--- src/rtl/poc_pkg.sv ---
package poc_pkg;
    localparam int PHASE_W_DEF = 16;
    localparam int PERIOD_DEF  = 2500;
endpackage

--- src/rtl/poc_wrap.sv ---
// Signed difference a - b folded into [-PERIOD/2, PERIOD/2 - 1].
// Both operands must lie within one period of each other.
module poc_wrap #(
    parameter int W      = 17,
    parameter int PERIOD = 2500
) (
    input  logic signed [W-1:0] a,
    input  logic signed [W-1:0] b,
    output logic signed [W-1:0] y
);
    localparam logic signed [W-1:0] HALF_S = W'(PERIOD / 2);
    localparam logic signed [W-1:0] PER_S  = W'(PERIOD);

    logic signed [W-1:0] diff;

    always_comb begin
        diff = a - b;
        if (diff >= HALF_S)
            y = diff - PER_S;
        else if (diff < -HALF_S)
            y = diff + PER_S;
        else
            y = diff;
    end
endmodule

--- src/rtl/poc_capture.sv ---
// Holds the armed-capture flag and the stored phase offset.
module poc_capture #(
    parameter int W = 17
) (
    input  logic                clk,
    input  logic                rst_n,
    input  logic                accept,
    input  logic                capture_req,
    input  logic signed [W-1:0] raw_err,
    output logic                cap_fire,
    output logic signed [W-1:0] offset
);
    typedef struct packed {
        logic                pending;
        logic signed [W-1:0] offset;
    } cap_state_t;

    cap_state_t st_d, st_q;

    always_comb begin
        st_d     = st_q;
        cap_fire = accept & st_q.pending;
        if (cap_fire)
            st_d.offset = raw_err;
        // a request in the firing cycle re-arms for the next sample
        st_d.pending = (st_q.pending & ~cap_fire) | capture_req;
    end

    always_ff @(posedge clk) begin
        if (!rst_n)
            st_q <= '0;
        else
            st_q <= st_d;
    end

    assign offset = st_q.offset;
endmodule

--- src/rtl/phase_offset_corrector.sv ---
module phase_offset_corrector #(
    parameter int PHASE_W = poc_pkg::PHASE_W_DEF,
    parameter int PERIOD  = poc_pkg::PERIOD_DEF,
    parameter int ERR_W   = PHASE_W + 1
) (
    input  logic                    clk,
    input  logic                    rst_n,
    input  logic                    smp_valid,
    input  logic [PHASE_W-1:0]      ref_phase,
    input  logic [PHASE_W-1:0]      fb_phase,
    input  logic                    ref_fail,
    input  logic                    capture_req,
    output logic                    err_valid,
    output logic signed [ERR_W-1:0] err_out
);
    typedef struct packed {
        logic                    valid;
        logic signed [ERR_W-1:0] err;
    } out_state_t;

    logic                    accept;
    logic                    cap_fire;
    logic signed [ERR_W-1:0] ref_s, fb_s;
    logic signed [ERR_W-1:0] raw_err, corr_err, offset_q;

    out_state_t out_d, out_q;

    assign accept = smp_valid & ~ref_fail;
    assign ref_s  = $signed({{(ERR_W-PHASE_W){1'b0}}, ref_phase});
    assign fb_s   = $signed({{(ERR_W-PHASE_W){1'b0}}, fb_phase});

    poc_wrap #(.W(ERR_W), .PERIOD(PERIOD)) u_raw (
        .a (ref_s),
        .b (fb_s),
        .y (raw_err)
    );

    poc_capture #(.W(ERR_W)) u_cap (
        .clk         (clk),
        .rst_n       (rst_n),
        .accept      (accept),
        .capture_req (capture_req),
        .raw_err     (raw_err),
        .cap_fire    (cap_fire),
        .offset      (offset_q)
    );

    poc_wrap #(.W(ERR_W), .PERIOD(PERIOD)) u_corr (
        .a (raw_err),
        .b (offset_q),
        .y (corr_err)
    );

    always_comb begin
        out_d       = out_q;
        out_d.valid = accept;
        if (accept)
            out_d.err = cap_fire ? '0 : corr_err;
    end

    always_ff @(posedge clk) begin
        if (!rst_n)
            out_q <= '0;
        else
            out_q <= out_d;
    end

    assign err_valid = out_q.valid;
    assign err_out   = out_q.err;
endmodule

--- config.mk ---
export PLATFORM = sky130hd
export DESIGN_NAME = phase_offset_corrector
export DESIGN_NICKNAME = d
export VERILOG_FILES = /design/src/rtl/poc_pkg.sv /design/src/rtl/poc_wrap.sv /design/src/rtl/poc_capture.sv /design/src/rtl/phase_offset_corrector.sv
export SDC_FILE = /design/constraint.sdc
export NUM_CORES = 1
export LEC_CHECK = 0
export ABC_CLOCK_PERIOD_IN_PS = 7300
export CAP_MARGIN = 20
export CORE_ASPECT_RATIO = 1.25
export CORE_UTILIZATION = 39
export CTS_CLUSTER_DIAMETER = 40
export DETAILED_ROUTE_END_ITERATION = 8
export GPL_TIMING_DRIVEN = 0
export PLACE_DENSITY = 0.68
export SLEW_MARGIN = 20
export SYNTH_ARGS = -nofsm -noshare
export SYNTH_HDL_FRONTEND = slang
export SYNTH_SLANG_ARGS = --single-unit
export TNS_END_PERCENT = 30
--- constraint.sdc ---
create_clock -name clk -period 7.3 [get_ports clk]
set_clock_uncertainty 0.1 [all_clocks]
set_input_delay 1.46 -clock clk [delete_from_list [all_inputs] [get_ports clk]]
set_output_delay 1.46 -clock clk [all_outputs]
set_load 0.02 [all_outputs]
# After elaboration in Yosys (flattened, before gate mapping)
# Index checks and enable logic that the tools add are counted.
# classes
order_cmp	4
bitwise	6
n_addsub	6
mux	5
# op_table
operator	count
17-bit 2-to-1 mux	5
17-bit by 13-bit adder with 17-bit output (second input constant)	2
17-bit by 12-bit greater-or-equal comparator with 1-bit output (second input constant)	2
17-bit by 12-bit less-than comparator with 1-bit output (second input constant)	2
17-bit by 13-bit subtractor with 17-bit output (second input constant)	2
16-bit by 16-bit subtractor with 17-bit output	1
17-bit subtractor	1
1-bit bitwise AND	3
1-bit inverter	2
1-bit bitwise OR	1
# totals
reg_bits	36
input_bits	37
out_inout_bits	18
word_cells	25

# Longest topological paths before layout
# logic_depth
word_depth	9
mapped_depth	31
depth_no_buf	27

# Cells and area by module
# Synthesis repeated with hierarchy kept, for this count alone.
# unflattened
cells_unflattened	653
hier_area_um2	5058.6
# by_module_without_submodules
mod	seq_area_each_um2	instances	area_each_um2	cells_per_inst
poc_wrap at u_raw	0.0	1	1854.3	247
poc_wrap at u_corr	0.0	1	1570.3	229
poc_capture	360.3	1	878.3	99
phase_offset_corrector	360.3	1	755.7	78

# Least setup slack after synthesis
# No wires, ideal clock.
# synth_timing
path_kind	input port to flip-flop
start	input ref_phase[0]
end	register out_q (netlist bit err_out[15])
setup_slack_ns	0.334
t_required_ns	7.138
path_buffers	4
arrival_time_ns	6.804
setup_time_ns	0.062
stages	29
path_cell_list	inv_1 -> ha_1 -> fa_1 -> nand2b_1 -> a21bo_2 -> a21o_1 -> and3_1 -> clkbuf_1 -> a311oi_1 -> o21ai_0 -> o31a_1 -> buf_2 -> a22oi_1 -> xnor2_1 -> ha_1 -> buf_2 -> o21a_1 -> o21ai_0 -> a32oi_1 -> nand2_1 -> or4_1 -> nand3_1 -> and4b_1 -> buf_2 -> nand2_4 -> o211ai_1 -> or3_1 -> a21o_1 -> nand3_1
# synth_between
elab_chain_len	9
word_cells_on_any_way	15
cone_classes	6 x add/sub; 4 x order compare; 5 x mux
# synth_lines
element	line	rtl
start, declared	phase_offset_corrector.sv:9	input logic [PHASE_W-1:0] ref_phase,
16-bit by 16-bit subtractor with 17-bit output (*)	poc_wrap.sv:17	diff = a - b;
17-bit by 13-bit adder with 17-bit output or 17-bit by 12-bit less-than comparator with 1-bit output (tied branches)	poc_wrap.sv:21, poc_wrap.sv:20	
17-bit 2-to-1 mux	poc_wrap.sv:20	else if (diff < -HALF_S)
17-bit 2-to-1 mux (*)	poc_wrap.sv:18	if (diff >= HALF_S)
via raw_err[9]	phase_offset_corrector.sv:24	logic signed [ERR_W-1:0] raw_err, corr_err, offset_q;
17-bit subtractor (*)	poc_wrap.sv:17	
17-bit by 13-bit adder with 17-bit output or 17-bit by 12-bit less-than comparator with 1-bit output (tied branches)	poc_wrap.sv:21, poc_wrap.sv:20	
17-bit 2-to-1 mux	poc_wrap.sv:20	
17-bit 2-to-1 mux (*)	poc_wrap.sv:18	
17-bit 2-to-1 mux (*)	phase_offset_corrector.sv:58	out_d.err = cap_fire ? '0 : corr_err;
end signal, assigned	phase_offset_corrector.sv:65	out_q <= out_d;
end, declared	phase_offset_corrector.sv:26	out_state_t out_d, out_q;
# The timed path passes the listed nets; every way through them passes the cells marked *.
# A chain may end at the register's enable or synchronous reset.

# Worst setup path after layout
# layout_timing
start	input ref_phase[1]
end	register out_q (netlist bit err_out[10])
# Same word-level chain as after synthesis.

==> flow_summary.ini <==
[status]
status = finished, final reports clean

[clock_tree]
clock_path_buffers = 2
cts_num_sinks = 36
cts_hold_buf = 0
htree_levels = 2
clk_latency_ns = 0.29
clk_pin_slew_worst_paths_ns = 0.05
cts-root-buf = clkbuf_16
cts_tree = done
cts_buffers = 5

[place]
dp.cells = 835
port-buffer-count = 54
dp_hpwl_um = 9130
dpl_cell_area_um2 = 5480
place_ws_ns = -0.953
finalWeightedCongestion = 0.897

[final_layout]
num_antenna_cells = 0
post_route_cells_drive_above_1_share_pct = 29.4
utilization_pct = 58.2
postLayoutCellArea_um2 = 6830
areaGrowthSynthToFinish_pct = 44.2
nNetsFinal = 806
stdcell_count = 893

[global_routing]
grt_max_degree = 11
antenna_found_initial = 0
grt_use_total_pct = 19.7
gr-total-overflow = 0
grt_pass1_vias = 4664
grt_pass1_wl_um = 20600

[route]
wirelength_um = 13300
drc_errors = 0
dr_total_vias = 5019
wire_per_inst_um = 14.9
first_pass_iters = 7
viasPerCell = 5.62
ant_nets = 0
drtIter0Drc = 213

[synth]
synth_top_area_share_pct = 15.2
yosysSeqAreaShare_pct = 15.2
synth_nets = 695
synth_top_area_cell = dfxtp_1
ys_types = 86
syn_area_um2 = 4730
syn_avg_cell_area_um2 = 7.63
ys_seq_elements = 36
synthTopCellsByCount = nand2_1, inv_1, xnor2_1, a21oi_1
synth_flop_cell = dfxtp_1
synth_cells = 620
netlist_top_cells_area = dfxtp_1, ha_1, xnor2_1, nand2_1, a21oi_1
ys_async_sr_fraction_pct = 0
yosys_warnings = 0
synth_most_common_cell = nand2_1
synth_edf_count = 0

[floorplan]
core_um2 = 11700
die_width_um = 101
pin_count = 55
fp-row-count = 44
fp.dieH_um = 125
dieArea_um2 = 12600
initial_core_util_pct = 40.4

[pwr]
p_per_area_nw_per_um2 = 426
p_leak_nw = 2.70
irDropWorstVdd_v = 0.000214
report.power.total_mw = 2.91

[timing]
tns_ns = 0
finalSetupViolCount = 0
hold_viol_final = 0
drv_slew = 0
hold_slack_ns = 0.341
period_minus_slack_ns = 7.23
slew_headroom_pct = 65.4
min_period_over_period_pct = 99.0
fmax_ghz = 0.138
worstMarginPinSlew_ns = 0.519
finalWorstSetupSlack_ns = 0.0731

[worst_hold_path]
worstHoldPathType = reg -> reg

[setup_path]
end_kind = flop
crit_type = in -> reg
crit_fanout = 6
startpoint_type = input port
worstPathArrival_ns = 7.29
cp.required_ns = 7.36

[flow_run]
maxCapViolCount = 0
-- cell families after synthesis --
logic type / after synthesis / synth area share [%]
multiplexers: 12 / 2.83
buffers and inverters: 76 / 7.16
adder cells (fa/ha/maj): 38 / 10.4
flip-flops: 36 / 15.2
AO/OA/AOI/OAI: 181 / 28.5
XOR/XNOR: 59 / 12.1
AND/OR/NAND/NOR: 218 / 23.8
-- routing by layer --
metal  up-vias  global-route usage (%)  share of wire, %
met4         0                    9.46               3.6
li1       2457                       -                 -
met2       171                    37.8                55
met5         -                       0                 0
met3        48                    2.46               3.8
met1      2343                    20.6                37
-- critical path: stages --
cell	delay (ns)
clkdlybuf4s50_1	0.49
inv_1	0.07
fa_2	0.44
nand2b_4	0.19
a21boi_4	0.26
o21ai_4	0.12
nand2_2	0.11
xor2_2	0.08
or3_4	0.41
o31a_1	0.39
buf_6	0.18
nor2_4	0.11
xnor2_2	0.14
ha_1	0.29
nor2b_4	0.14
o31a_1	0.32
o31a_1	0.35
a31oi_4	0.22
nand2_2	0.11
or3b_1	0.38
a21o_1	0.24
nand2_4	0.14
buf_4	0.15
nand3_1	0.07
mux2i_1	0.20
xnor2_1	0.15
o21ai_1	0.07
-- report_power, final --
group          internal, mW  total (mW)  switching (mW)  leakage [nW]
Clock                 0.136       0.219          0.0829        0.0712
Sequential            0.232       0.249          0.0169         0.293
Combinational          1.14        2.44            1.30          2.33
Total                  1.50        2.91            1.40          2.70
-- timing repair --
item | 4_1_cts | 5_1_grt
setup buffers | 27 | 26
gates cloned | 0 | 2
setup endpoints to repair | 15 | 15
pin swaps | 27 | 54
resized for setup | 57 | 106
-- sequential cells by signal (all words and copies together) (netlist names) --
register / cells
err_out: 17
err_valid: 1
u_cap.offset: 17
u_cap.st_q: 1
-- cell type report --
class                   count  area, um2
plain buffers              25        196
repair buffers            108        966
flip-flops and latches     36        721
multi-input cells         509       4420
clock buffers               8        146
well taps                 161        201
inverters                  46        173
fillers                  1011       4900
-- cells in the final DEF, fill, tap and decap left out, drive strengths merged, types with 18 or more instances in the layout --
cell type      instances
o21ai                 34
xnor2                 44
clkdlybuf4s50         49
nor2                  35
buf                   69
nand2                 67
clkbuf                18
inv                   46
dfxtp                 36
a21oi                 43
ha                    36
nand3                 25
-- final timing paths --
| check | slack, ns | cells after the start | start | endpoint |
|---|---|---|---|---|
| worst max register to register | 3.69 | 14 | u_cap.offset[0]$_SDFFE_PN0P_ | err_out[8]$_SDFFE_PN0P_ |
| worst min-delay path | 0.34 | 2 | err_out[13]$_SDFFE_PN0P_ | err_out[13]$_SDFFE_PN0P_ |
| worst max-delay path | 0.07 | 27 | ref_phase[1] | err_out[10]$_SDFFE_PN0P_ |
| worst min register to register | 0.34 | 2 | err_out[13]$_SDFFE_PN0P_ | err_out[13]$_SDFFE_PN0P_ |
No activity file was read; power rests on OpenSTA's default activity.
